[src/rtl/seqdiv_pkg.sv]
package seqdiv_pkg;
  typedef enum logic [1:0] {
    DM_WORD = 2'b00,
    DM_LONG = 2'b01,
    DM_QUAD = 2'b10
  } dmode_e;

  typedef enum logic [1:0] {
    ST_IDLE,
    ST_RUN,
    ST_FIN
  } dstate_e;
endpackage

[src/rtl/seqdiv_prep.sv]
// Operand conditioning: sign extraction, magnitudes, zero test, step count.
module seqdiv_prep
  import seqdiv_pkg::*;
#(
  parameter int DW = 32,
  parameter int CW = 7
) (
  input  dmode_e            mode,
  input  logic              sgn,
  input  logic [DW-1:0]     hi,
  input  logic [DW-1:0]     lo,
  input  logic [DW-1:0]     dvs,
  output logic [2*DW-1:0]   dvd_mag,
  output logic [DW-1:0]     dvs_mag,
  output logic              q_neg,
  output logic              r_neg,
  output logic              dvs_zero,
  output logic [CW-1:0]     steps
);
  localparam int HW = DW / 2;

  logic [DW-1:0]   dvs_ext;
  logic [2*DW-1:0] wide;
  logic [DW-1:0]   narrow;
  logic            dvd_neg;
  logic            dvs_neg;

  always_comb begin
    if (mode == DM_WORD)
      dvs_ext = sgn ? {{HW{dvs[HW-1]}}, dvs[HW-1:0]} : {{HW{1'b0}}, dvs[HW-1:0]};
    else
      dvs_ext = dvs;
    dvd_neg  = sgn & ((mode == DM_QUAD) ? hi[DW-1] : lo[DW-1]);
    dvs_neg  = sgn & dvs_ext[DW-1];
    wide     = dvd_neg ? -{hi, lo} : {hi, lo};
    narrow   = dvd_neg ? -lo : lo;
    if (mode == DM_QUAD) begin
      dvd_mag = wide;
      steps   = CW'(2 * DW);
    end else begin
      // left-align so the quotient lands in the low half after DW steps
      dvd_mag = {narrow, {DW{1'b0}}};
      steps   = CW'(DW);
    end
    dvs_mag  = dvs_neg ? -dvs_ext : dvs_ext;
    dvs_zero = (dvs_ext == '0);
    q_neg    = dvd_neg ^ dvs_neg;
    r_neg    = dvd_neg;
  end
endmodule

[src/rtl/seqdiv_core.sv]
// Radix-2 restoring engine: one quotient bit per step.
module seqdiv_core #(
  parameter int DW = 32
) (
  input  logic              clk,
  input  logic              rst_n,
  input  logic              load,
  input  logic              step,
  input  logic [2*DW-1:0]   dvd_in,
  input  logic [DW-1:0]     dvs_in,
  output logic [2*DW-1:0]   quo,
  output logic [DW-1:0]     rem
);
  logic [2*DW-1:0] shreg;
  logic [DW-1:0]   part;
  logic [DW-1:0]   dvs_q;
  logic [DW:0]     trial;
  logic [DW:0]     diff;
  logic            fits;

  assign trial = {part, shreg[2*DW-1]};
  assign diff  = trial - {1'b0, dvs_q};
  assign fits  = ~diff[DW];

  always_ff @(posedge clk or negedge rst_n) begin
    if (!rst_n) begin
      shreg <= '0;
      part  <= '0;
      dvs_q <= '0;
    end else if (load) begin
      shreg <= dvd_in;
      part  <= '0;
      dvs_q <= dvs_in;
    end else if (step) begin
      shreg <= {shreg[2*DW-2:0], fits};
      part  <= fits ? diff[DW-1:0] : trial[DW-1:0];
    end
  end

  assign quo = shreg;
  assign rem = part;
endmodule

[src/rtl/seqdiv_post.sv]
// Sign restoration, overflow detection, flag and write-enable formation.
module seqdiv_post
  import seqdiv_pkg::*;
#(
  parameter int DW = 32,
  parameter int IW = 3
) (
  input  dmode_e            mode,
  input  logic              sgn,
  input  logic [2*DW-1:0]   quo_mag,
  input  logic [DW-1:0]     rem_mag,
  input  logic              q_neg,
  input  logic              r_neg,
  input  logic [IW-1:0]     qi,
  input  logic [IW-1:0]     ri,
  input  logic              old_z,
  input  logic              old_n,
  output logic [DW-1:0]     q_data,
  output logic [DW-1:0]     r_data,
  output logic              q_we,
  output logic              r_we,
  output logic              z,
  output logic              n,
  output logic              v
);
  localparam int HW = DW / 2;

  logic [2*DW-1:0] qs;
  logic [DW-1:0]   rs;
  logic            is_word;

  always_comb begin
    qs      = q_neg ? -quo_mag : quo_mag;
    rs      = r_neg ? -rem_mag : rem_mag;
    is_word = (mode == DM_WORD);
    if (is_word)
      v = sgn ? !((&qs[2*DW-1:HW-1]) | ~(|qs[2*DW-1:HW-1])) : (|qs[2*DW-1:HW]);
    else
      v = sgn ? !((&qs[2*DW-1:DW-1]) | ~(|qs[2*DW-1:DW-1])) : (|qs[2*DW-1:DW]);
    q_data = is_word ? {rs[HW-1:0], qs[HW-1:0]} : qs[DW-1:0];
    r_data = rs;
    q_we   = !v;
    // remainder first, quotient second: a shared register keeps the quotient
    r_we   = !v && !is_word && (ri != qi);
    z      = v ? old_z : (qs[DW-1:0] == '0);
    n      = v ? old_n : (is_word ? qs[HW-1] : qs[DW-1]);
  end
endmodule

[src/rtl/seqdiv_unit.sv]
module seqdiv_unit
  import seqdiv_pkg::*;
#(
  parameter int DW = 32,
  parameter int IW = 3
) (
  input  logic          clk,
  input  logic          rst_n,
  input  logic          start,
  input  logic [1:0]    mode,
  input  logic          is_signed,
  input  logic [DW-1:0] dvd_hi,
  input  logic [DW-1:0] dvd_lo,
  input  logic [DW-1:0] divisor,
  input  logic [IW-1:0] q_idx,
  input  logic [IW-1:0] r_idx,
  input  logic          z_in,
  input  logic          n_in,
  output logic          busy,
  output logic          done,
  output logic          div0_exc,
  output logic          wq_en,
  output logic [IW-1:0] wq_sel,
  output logic [DW-1:0] wq_data,
  output logic          wr_en,
  output logic [IW-1:0] wr_sel,
  output logic [DW-1:0] wr_data,
  output logic          flag_we,
  output logic          flag_z,
  output logic          flag_n,
  output logic          flag_v,
  output logic          flag_c
);
  localparam int CW = $clog2(2 * DW + 1);

  dstate_e         state;
  dmode_e          mode_in;
  dmode_e          mode_q;
  logic [CW-1:0]   cnt;
  logic            sgn_q, qneg_q, rneg_q, dz_q, oz_q, on_q;
  logic [IW-1:0]   qi_q, ri_q;

  logic [2*DW-1:0] p_dvd;
  logic [DW-1:0]   p_dvs;
  logic            p_qneg, p_rneg, p_zero;
  logic [CW-1:0]   p_steps;
  logic [2*DW-1:0] c_quo;
  logic [DW-1:0]   c_rem;
  logic [DW-1:0]   f_qd, f_rd;
  logic            f_qwe, f_rwe, f_z, f_n, f_v;
  logic            accept;

  assign mode_in = dmode_e'(mode);
  assign accept  = start && (state == ST_IDLE);
  assign busy    = (state != ST_IDLE);

  seqdiv_prep #(.DW(DW), .CW(CW)) u_prep (
    .mode(mode_in), .sgn(is_signed), .hi(dvd_hi), .lo(dvd_lo), .dvs(divisor),
    .dvd_mag(p_dvd), .dvs_mag(p_dvs), .q_neg(p_qneg), .r_neg(p_rneg),
    .dvs_zero(p_zero), .steps(p_steps)
  );

  seqdiv_core #(.DW(DW)) u_core (
    .clk(clk), .rst_n(rst_n), .load(accept), .step(state == ST_RUN),
    .dvd_in(p_dvd), .dvs_in(p_dvs), .quo(c_quo), .rem(c_rem)
  );

  seqdiv_post #(.DW(DW), .IW(IW)) u_post (
    .mode(mode_q), .sgn(sgn_q), .quo_mag(c_quo), .rem_mag(c_rem),
    .q_neg(qneg_q), .r_neg(rneg_q), .qi(qi_q), .ri(ri_q),
    .old_z(oz_q), .old_n(on_q), .q_data(f_qd), .r_data(f_rd),
    .q_we(f_qwe), .r_we(f_rwe), .z(f_z), .n(f_n), .v(f_v)
  );

  always_ff @(posedge clk or negedge rst_n) begin
    if (!rst_n) begin
      state    <= ST_IDLE;
      cnt      <= '0;
      mode_q   <= DM_WORD;
      sgn_q    <= 1'b0;
      qneg_q   <= 1'b0;
      rneg_q   <= 1'b0;
      dz_q     <= 1'b0;
      oz_q     <= 1'b0;
      on_q     <= 1'b0;
      qi_q     <= '0;
      ri_q     <= '0;
      done     <= 1'b0;
      div0_exc <= 1'b0;
      wq_en    <= 1'b0;
      wr_en    <= 1'b0;
      flag_we  <= 1'b0;
      wq_sel   <= '0;
      wr_sel   <= '0;
      wq_data  <= '0;
      wr_data  <= '0;
      flag_z   <= 1'b0;
      flag_n   <= 1'b0;
      flag_v   <= 1'b0;
      flag_c   <= 1'b0;
    end else begin
      done     <= 1'b0;
      div0_exc <= 1'b0;
      wq_en    <= 1'b0;
      wr_en    <= 1'b0;
      flag_we  <= 1'b0;
      unique case (state)
        ST_IDLE: if (start) begin
          mode_q <= mode_in;
          sgn_q  <= is_signed;
          qneg_q <= p_qneg;
          rneg_q <= p_rneg;
          dz_q   <= p_zero;
          oz_q   <= z_in;
          on_q   <= n_in;
          qi_q   <= q_idx;
          ri_q   <= r_idx;
          cnt    <= p_steps;
          state  <= p_zero ? ST_FIN : ST_RUN;
        end
        ST_RUN: begin
          cnt <= cnt - CW'(1);
          if (cnt == CW'(1)) state <= ST_FIN;
        end
        ST_FIN: begin
          done  <= 1'b1;
          state <= ST_IDLE;
          if (dz_q) begin
            div0_exc <= 1'b1;
          end else begin
            wq_en   <= f_qwe;
            wr_en   <= f_rwe;
            flag_we <= 1'b1;
            wq_sel  <= qi_q;
            wr_sel  <= ri_q;
            wq_data <= f_qd;
            wr_data <= f_rd;
            flag_z  <= f_z;
            flag_n  <= f_n;
            flag_v  <= f_v;
            flag_c  <= 1'b0;
          end
        end
        default: state <= ST_IDLE;
      endcase
    end
  end
endmodule

[config.mk]
export PLATFORM = sky130hd
export DESIGN_NAME = seqdiv_unit
export DESIGN_NICKNAME = d
export VERILOG_FILES = /design/src/rtl/seqdiv_pkg.sv /design/src/rtl/seqdiv_prep.sv /design/src/rtl/seqdiv_core.sv /design/src/rtl/seqdiv_post.sv /design/src/rtl/seqdiv_unit.sv
export SDC_FILE = /design/constraint.sdc
export NUM_CORES = 1
export LEC_CHECK = 0
export CORE_MARGIN = 3
export CORE_UTILIZATION = 62
export DETAILED_ROUTE_END_ITERATION = 12
export HOLD_SLACK_MARGIN = 0.06
export PLACE_DENSITY = 0.87
export SYNTH_ARGS = -nofsm -noshare
export SYNTH_HDL_FRONTEND = slang
export SYNTH_SLANG_ARGS = --single-unit
[constraint.sdc]
create_clock -name clk -period 9.3 [get_ports clk]
set_input_delay 0.93 -clock clk [delete_from_list [all_inputs] [get_ports clk]]
set_output_delay 0.93 -clock clk [all_outputs]
set_load 0.005 [all_outputs]
==> metrics.csv, run 1 <==
metric;value;unit
status;complete, no violations;
share of cells above drive strength 1;0.0508;
hold crit path type;input pin to async pin;
GPL Wtd Cong;0.989;
Final Cycle Share;0.506;
Yosys top cell area share;0.340;
DR pass1 iterations;7;
clk_lat worst skew;550;ps
flop2flop setup slack;4630;ps
post-synthesis compound-gate area fraction;0.203;
CP max FO;7;
critical path endpoint category;register;
cell area after synthesis;0.0169;mm2
RSZ-0062 raised after global routing;no;
Yosys warnings;0;
dpl cells;2494;
fmax;212;MHz
sw frac;0.477;
Startpoint Class;input pin;
minimum clock period;4710;ps
Die Width;171;um
post-synthesis async set-or-reset flop share;1.00;
Reg power frac;0.285;
post_cts resized;0;
Crit Path Category;input pin to register;
commonest non-fill, non-tap cell in the layout;nand2_1;
max_cap viols;0;
reg2reg start;u_core.quo[1];
largest net degree at the start of global routing;89;
P_int;3.75;mW
Setup Viol. Count Final;0;
flops & latches, synth;229;
Initial Utilization;0.638;
simple-gate share of the synthesized area;0.225;
via count;16600;
Clk network pwr share;0.136;
multiplexer share of the synthesized area;0.0468;
Synth Area in Adders;0.0301;
clock sinks;229;
Slew Viols, Final;0;
initial antenna violation count;0;
Place WS;4200;ps
fraction of synthesized cell area in xor and xnor cells;0.106;
Final Skew;20.3;ps
most frequent cells in the layout;355 x nand2_1, 228 x dfrtp_1, 204 x o21ai_0, 187 x clkdlybuf4s50_1, 123 x xor2_1;
# diodes;0;
largest family of logic cells by synthesized area;simple AND/OR/NAND/NOR gates;
I/O Pins;190;
Post-CTS Setup Inserts;0;
Total GRT Usage;0.341;
Post-Route WL;50600;um
Area growth, synth to finish;16.0;%
die area;0.0292;mm2
ys flop type;dfrtp_1;
setup TNS;0;ps
met2 usage;0.524;
initial detailed-routing violation count;1699;
Yosys cell types;88;
PD cells;366;mW/mm2
Worst Tran Pin Value;1200;ps
Routed WL per cell;19.9;um
Die H;171;um
WP data required;9670;ps
htree depth;1;
Final Hold Viols;0;
first-pass GRT wire length;81600;um
hpwl dp;37000;um
Port Buffer Count;188;
Peak VDD IR;0.217;mV
WHS;345;ps
# rows;59;
sequential area share after synthesis;0.340;
P_leak;8.25;nW
# DRC;0;
Avg Synthesized Cell Area;8.04;um2
Yosys top cell by area;dfrtp_1;
Mapped Cells;2098;
Setup WS post-layout;4590;ps
syn_nets;2248;
CTS buffer count;26;
Critical Path AT;5080;ps
total power;7.16;mW
grt peak-use layer;met2;
GRT Residual Overflow;0;
switching pwr;3.41;mW
buffer levels on the longest clock path;3;
Core ar.;0.0264;mm2
GR Util met1;0.512;
Clock Pin Slew Worst Setup and Hold Paths;60;ps
CTS tree;built;
hold_buf cts;0;
final net count;2337;
DRT antenna net count;0;
GRT met3 Usage;0.0531;
EDFF count, synth;0;
largest cells by area after synthesis;dfrtp_1 34%, nand2_1 7.9%, xor2_1 6.4%, o21ai_0 6.1%, xnor2_1 4.3%;
worst reg2reg path endpoint;flag_n;
vias per cell;6.52;
vias in the first global route;15500;
Layout Cells excl Fill;2541;
root buffer cell;clkbuf_16;
Max-slew headroom;0.200;
logic gate share of total power;0.579;
Reg2Reg Depth;13;
[power groups by stage]
stage / Sequential (mW) / Combinational (mW) / Clock (mW)
floorplan: 1.72 / 3.14 / 0
global placement: 1.99 / 3.87 / 0
detailed placement: 2.02 / 4.03 / 0
CTS: 2.01 / 4.07 / 0.985
global route: 2.10 / 4.54 / 1.03
finish: 2.04 / 4.14 / 0.977
[metrics by stage]
stage / instance area [um2] / utilization
global placement: 18700 / 0.709
detailed placement: 18700 / 0.709
CTS: 19600 / 0.740
global route: 19600 / 0.740
floorplan: 16900 / -
finish: 19600 / 0.740
[synth_stat cells, types with 17 or more instances]
cell type / n
ha_1: 39
clkbuf_1: 115
dfrtp_1: 229
xor2_1: 123
or3_1: 37
nor3_1: 51
a21oi_1: 103
o21ai_0: 204
o22ai_1: 36
o31ai_1: 32
or4_1: 19
nand3_1: 70
nand2b_1: 18
nor2_1: 114
o41ai_1: 19
nor4_1: 26
mux2i_1: 71
nand2_1: 356
inv_1: 63
a21o_1: 17
xnor2_1: 82
a31oi_1: 40
[area by class of cell]
type	instances	area, um2
Clock buffer	35	724
Timing Repair Buffer	202	1990
Multi-Input combinational cell	1665	10400
Fill cell	2026	6870
Clock inverter	12	90.1
Tap cell	335	419
Sequential cell	229	5730
Inverter	63	236
[registers in the layout, indices dropped and copies added (netlist names), 2 cells and up]
| signal | count |
|---|---|
| state | 2 |
| wq_data | 32 |
| wr_sel | 3 |
| u_core.rem | 32 |
| cnt | 7 |
| qi_q | 3 |
| wr_data | 32 |
| ri_q | 3 |
| u_core.quo | 64 |
| u_core.dvs_q | 32 |
| mode_q | 2 |
| wq_sel | 3 |
[cells by family (layout without fill, tap and decap cells)]
kind of cell | after synthesis | after routing
simple gates | 786 | 786
compound gates | 555 | 555
flops | 229 | 229
xor+xnor | 205 | 205
buf+inv | 204 | 312
mux | 78 | 78
fa+ha+maj | 40 | 40
other cells | 1 | 1
[worst max-delay path, cell delays in order]
cell	delay, ps
clkdlybuf4s50_1	470
or4_1	600
nor4_1	760
nand4_1	500
nor3_1	410
nor3b_2	420
nand2_1	80
o21ai_0	280
o21ai_1	130
xor2_1	150
a211oi_1	260
a31oi_1	80
[worst max-delay path by stage]
stage | startpoint | end | slack, ps | cells past startpoint
2_1_floorplan | dvd_lo[12] | u_core.quo[57] | 5410 | 12
3_5_place_dp | dvd_lo[10] | u_core.quo[61] | 4200 | 12
4_1_cts | dvd_lo[10] | u_core.quo[61] | 4750 | 12
5_1_grt | dvd_lo[10] | u_core.quo[61] | 4270 | 12
3_3_place_gp | dvd_lo[6] | u_core.quo[61] | 4490 | 12
6_report | dvd_lo[10] | u_core.quo[61] | 4590 | 12
[routing by layer]
metal | wire (um) | up-vias
met5 | 0 | -
met4 | 979 | 0
met3 | 5630 | 98
met2 | 22400 | 982
met1 | 21600 | 7825
li1 | - | 7666
Note: power is estimated with default switching activity, not from simulation.
==> run 2: changes to the inputs <==
--- a/config.mk
+++ b/config.mk
@@ -6,10 +6,10 @@
 export NUM_CORES = 1
 export LEC_CHECK = 0
 export CORE_MARGIN = 3
-export CORE_UTILIZATION = 62
+export CORE_UTILIZATION = 52
 export DETAILED_ROUTE_END_ITERATION = 12
 export HOLD_SLACK_MARGIN = 0.06
-export PLACE_DENSITY = 0.87
+export PLACE_DENSITY = 0.78
 export SYNTH_ARGS = -nofsm -noshare
 export SYNTH_HDL_FRONTEND = slang
 export SYNTH_SLANG_ARGS = --single-unit
==> constraint.sdc (replaced) <==
create_clock -name clk -period 4.2 [get_ports clk]
set_input_delay 0.42 -clock clk [delete_from_list [all_inputs] [get_ports clk]]
set_output_delay 0.42 -clock clk [all_outputs]
set_load 0.005 [all_outputs]
==> run 2 against run 1 <==
  * Wire length grew 5.6%
  * Worst setup slack lost 4500 ps
  * Critical path depth is the same
  * Hold slack gained 77 ps
  * Cell area grew 4.5%
  * Via count shrank 0.27%
  * Critical path type is now register to register
==> metrics.csv, run 2 (synthesis gave the netlist of run 1 again) <==
metric;value;unit
status;complete, no violations;
CP max FO;5;
total power;16.7;mW
initial antenna violation count;0;
Setup WS post-layout;95.7;ps
worst reg2reg path endpoint;flag_n;
Final Cycle Share;0.977;
Startpoint Class;register;
P_leak;8.71;nW
# diodes;0;
clk_lat worst skew;540;ps
Final Skew;20.5;ps
htree depth;1;
Critical Path AT;4510;ps
Setup Viol. Count Final;0;
flop2flop setup slack;100;ps
initial detailed-routing violation count;1719;
vias in the first global route;15400;
Area growth, synth to finish;21.2;%
clock sinks;229;
Reg area;0.00573;mm2
Post-Route WL;53400;um
share of cells above drive strength 1;0.0884;
final net count;2415;
Clock Pin Slew Worst Setup and Hold Paths;70;ps
WP buf/inv;1;
vias per cell;6.15;
largest net degree at the start of global routing;109;
critical path endpoint category;register;
first-pass GRT wire length;83200;um
buffer levels on the longest clock path;3;
WHS;422;ps
hold crit path type;input pin to register;
Peak VDD IR;0.424;mV
GPL Wtd Cong;0.966;
commonest non-fill, non-tap cell in the layout;nand2_1;
Routed WL per cell;19.9;um
reg2reg start;u_core.quo[38];
hold_sp;q_idx[1];
most frequent cells in the layout;355 x nand2_1, 226 x dfrtp_1, 203 x o21ai_0, 187 x clkdlybuf4s50_1, 123 x xor2_1;
Die H;186;um
multi-input logic area;0.0105;mm2
Crit Path Category;register to register;
DRT antenna net count;0;
PD cells;819;mW/mm2
CTS buffer count;27;
Place WS;-57.5;ps
Slew Viols, Final;0;
crit-path cells;or4_4 -> or4_4 -> or4_4 -> o21ai_4 -> xor2_1 -> nor4_1 -> nand4_1 -> nor4_4 -> buf_4 -> o211a_1 -> nor3_1 -> a221o_1;
Reg2Reg Depth;12;
die area;0.0346;mm2
Largest stage delay, worst path;580;ps
root buffer cell;clkbuf_16;
Slowest cell on crit path;or4_4;
I/O Pins;190;
Hold EP;qi_q[1];
hold path depth;3;
# DRC;0;
Core ar.;0.0317;mm2
Port Buffer Count;188;
# rows;65;
Max-slew headroom;0.324;
Total GRT Usage;0.299;
minimum clock period;4100;ps
final core utilization;0.644;
GRT Residual Overflow;0;
setup TNS;0;ps
Largest register FFs;64;
Die Width;186;um
fill count;2680;
WP data required;4610;ps
via count;16500;
fmax;244;MHz
CTS tree;built;
Final Hold Viols;0;
Worst Tran Pin Value;1010;ps
Crit path max-delay family;simple AND/OR/NAND/NOR gates;
DR pass1 iterations;5;
hpwl dp;40200;um
max_cap viols;0;
Initial Utilization;0.532;
crit-path most repeated cell;or4_4;
-- run 2: cell types whose count changed in the layout (fill, tap and decap cells not counted), moves of 2 or more --
cell       change
dfrtp_2        +2
buf_4         +70
buf_12         +4
bufinv_16      +3
dfrtp_1        -2
clkinv_2       +2
clkbuf_1       -2
-- run 2: power by group --
group | internal, mW | total (mW) | switching [mW]
Combinational | 4.38 | 10.1 | 5.72
Sequential | 3.15 | 4.25 | 1.09
Clock | 1.42 | 2.39 | 0.967
-- run 2: tightest hold or removal path: cells and delay by family --
family                 cells  cell delay, ps
AND/OR/NAND/NOR            2             110
buffers and inverters      1             400
-- run 2: per-layer routing --
metal | global-route usage | part of all wire | up-vias
met5 | 0 | 0 | -
met4 | 0.0655 | 0.019 | 0
met3 | 0.0465 | 0.096 | 80
met2 | 0.453 | 0.43 | 773
met1 | 0.452 | 0.46 | 7845
li1 | - | - | 7829
-- run 2: layout make-up --
class / instances / area share
multi-input cells: 1667 / 0.512
clock buffers: 33 / 0.0356
clock inverters: 16 / 0.00845
inverters: 63 / 0.0116
flip-flops and latches: 229 / 0.281
well taps: 402 / 0.0246
repair buffers: 277 / 0.128
-- run 2: worst max-delay path by stage --
stage / depth (start not counted) / end / startpoint / slack (ps)
2_1_floorplan: 16 / u_core.rem[19] / u_core.quo[63] / 600
3_3_place_gp: 11 / flag_n / u_core.quo[8] / -40
3_5_place_dp: 11 / flag_n / u_core.quo[8] / -60
4_1_cts: 11 / flag_n / u_core.quo[8] / 40
5_1_grt: 12 / flag_n / u_core.quo[8] / -9
6_report: 12 / flag_n / u_core.quo[38] / 100
-- run 2: metrics by stage --
stage               cells  instance area [um2]
finish               2687                20400
floorplan            2098                16900
global route         2687                20400
global placement     2629                19400
CTS                  2679                20300
detailed placement   2629                19400
-- run 2: repair_timing --
action	4_1_cts	5_1_grt
cloned	0	2
endpoints found under the setup margin	1	5
hold buffers	1	0
hold endpoints to repair	106	0
pin swaps	0	9
setup buffers	0	6
gates resized for setup	1	16
==> run 3: changes to the inputs <==
--- a/config.mk
+++ b/config.mk
@@ -5,8 +5,9 @@
 export SDC_FILE = /design/constraint.sdc
 export NUM_CORES = 1
 export LEC_CHECK = 0
+export ABC_AREA = 1
 export CORE_MARGIN = 3
-export CORE_UTILIZATION = 52
+export CORE_UTILIZATION = 53
 export DETAILED_ROUTE_END_ITERATION = 12
 export HOLD_SLACK_MARGIN = 0.06
 export PLACE_DENSITY = 0.78
==> run 3 against run 2 <==
  * Power decreased by 68%
  * Non-clock buffer count is 61 lower
  * Critical path type unchanged
  * Cell count increased by 26%
  * Critical path depth is 5 higher
  * First-iteration DRC count increased by 45%
  * Clock power grew 10%
  * Largest power group is now the clock network
  * Critical endpoint is now u_core.rem[20]
==> metrics.csv, run 3 <==
metric;value;unit
Initial Utilization;0.542;
CP max FO;13;
Worst Tran Pin Value;967;ps
Avg Synthesized Cell Area;6.58;um2
largest cells by area after synthesis;dfrtp_1 31%, nand2_1 15%, o21ai_0 7.0%, nor2_1 6.9%, inv_1 5.8%;
initial antenna violation count;3;
Area growth, synth to finish;17.8;%
Final Skew;14.3;ps
Yosys cell types;66;
htree depth;1;
vias in the first global route;18300;
Yosys top cell area share;0.313;
Mapped Cells;2783;
clk_lat worst skew;560;ps
I/O Pins;190;
# DRC;0;
root buffer cell;clkbuf_16;
most frequent cells in the layout;751 x nand2_1, 334 x nor2_1, 285 x inv_1, 256 x o21ai_0, 228 x dfrtp_1;
flops & latches, synth;229;
via count;20100;
Critical Path AT;4060;ps
Largest stage delay, worst path;490;ps
Place WS;670;ps
final net count;3076;
Yosys top cell by area;dfrtp_1;
Reg area;0.00573;mm2
largest net degree at the start of global routing;129;
multi-input logic area;0.0110;mm2
commonest non-fill, non-tap cell in the layout;nand2_1;
EDFF count, synth;0;
Largest register FFs;64;
fmax;276;MHz
Final Hold Viols;0;
clock sinks;229;
sequential area share after synthesis;0.313;
CTS tree;built;
hold crit path type;input pin to register;
cell area after synthesis;0.0183;mm2
first-pass GRT wire length;105000;um
CTS buffer count;27;
syn_nets;2933;
WP data required;4640;ps
initial detailed-routing violation count;2498;
Crit Path Category;register to register;
Core ar.;0.0338;mm2
Total GRT Usage;0.362;
Clock Pin Slew Worst Setup and Hold Paths;60;ps
setup TNS;0;ps
crit-path cells;inv_1 -> ha_1 -> inv_1 -> fa_1 -> nand3_1 -> nand2_1 -> nand2_1 -> nand2_1 -> a21oi_1 -> o21ai_1 -> nand3_1 -> nand2_1 -> nand2_1 -> nand2_1 -> inv_1 -> nand2_1 -> a32o_1;
status;complete, no violations;
# rows;67;
GRT Residual Overflow;0;
WHS;421;ps
DR pass1 iterations;6;
Die Width;192;um
buffer levels on the longest clock path;3;
final core utilization;0.638;
hpwl dp;53300;um
RSZ-0062 raised after global routing;no;
Startpoint Class;register;
max_cap viols;0;
fill count;3094;
Slew Viols, Final;0;
ys flop type;dfrtp_1;
Yosys warnings;0;
critical path endpoint category;register;
post-synthesis async set-or-reset flop share;1.00;
post_cts resized;0;
Slowest cell on crit path;dfrtp_1;
Peak VDD IR;0.342;mV
Post-Route WL;68200;um
DRT antenna net count;0;
Routed WL per cell;20.1;um
Setup WS post-layout;574;ps
Die H;192;um
vias per cell;5.92;
share of cells above drive strength 1;0.0618;
P_leak;10.1;nW
Setup Viol. Count Final;0;
GPL Wtd Cong;1.07;
Port Buffer Count;188;
Max-slew headroom;0.355;
PD cells;248;mW/mm2
Post-synth top cells;753 x nand2_1, 336 x nor2_1, 285 x inv_1;
die area;0.0368;mm2
Final Cycle Share;0.863;
minimum clock period;3630;ps
count leader, synth;nand2_1;
crit-path most repeated cell;nand2_1;
## run 3: cell count changes in the layout (fill, tap and decap cells not counted), moves of 30 or more
cell,before,now
a31oi_1,40,3
nand4_1,14,44
inv_1,63,285
nor2_1,112,334
o21ai_0,203,256
buf_4,84,25
nand2_1,355,751
mux2i_1,71,1
nand3_1,69,173
xnor2_1,80,29
or3_1,36,0
## run 3: kinds of logic (layout without fill, tap and decap cells)
group / Yosys count / count (layout) / synth area share
AND/OR/NAND/NOR: 1457 / 1457 / 0.344
AO/OA/AOI/OAI: 514 / 514 / 0.161
buffers and inverters: 402 / 565 / 0.0867
flip-flops: 229 / 229 / 0.313
XOR/XNOR: 139 / 139 / 0.0669
adder cells (fa/ha/maj): 40 / 40 / 0.0277
other: 1 / 2 / 0.000205
multiplexers: 1 / 1 / 0.000547
## run 3: cell type report
class                           count  area share
Antenna cell                        1    0.000116
Clock buffer                       32      0.0336
Clock inverter                     17      0.0127
Inverter                          300      0.0523
Multi-Input combinational cell   2152       0.511
Sequential cell                   229       0.266
Tap cell                          448      0.0260
Timing Repair Buffer              216      0.0985
## run 3: per-stage QoR
| stage | power, mW | instances | instance area (um2) |
|---|---|---|---|
| floorplan | 2.47 | 2783 | 18300 |
| global placement | 2.74 | 3344 | 20600 |
| detailed placement | 2.74 | 3344 | 20600 |
| CTS | 5.35 | 3394 | 21600 |
| global route | 5.49 | 3394 | 21600 |
| finish | 5.35 | 3395 | 21600 |
## run 3: what timing repair did
| item | CTS | global route |
|---|---|---|
| setup buffers | 0 | 0 |
| hold buffers | 1 | 0 |
| endpoints found under the hold margin | 99 | 0 |
## run 3: path summary, 6_finish.rpt
kind                                start              to  slack (ps)  cells after the start
min                              q_idx[0]         qi_q[0]         420                      3
max reg2reg                u_core.quo[63]  u_core.rem[20]         570                     17
max in group asynchronous           rst_n  u_core.quo[61]        2510                      3
max                        u_core.quo[63]  u_core.rem[20]         570                     17
min reg2reg                    wq_data[7]      wq_data[7]         480                      2
min in group asynchronous           rst_n       wr_sel[2]         570                      2
## run 3: critical path: cells and delay by family, from the launching register on
family          cells  cell delay (ps)
simple gates        9             1020
fa+ha+maj           2              620
compound gates      3              660
flops               1              490
buf+inv             3              710
## run 3: routing by layer
metal | up-vias | track usage | share of wire
li1 | 9402 | - | -
met1 | 9402 | 0.543 | 0.44
met2 | 1153 | 0.529 | 0.42
met3 | 141 | 0.0683 | 0.11
met4 | 4 | 0.110 | 0.035
met5 | - | 0 | 0.00032
## run 3: power breakdown
group          internal [mW]  switching [mW]
Clock                   1.61            1.01
Sequential              2.21               0
Combinational          0.185           0.327
Total                   4.01            1.34
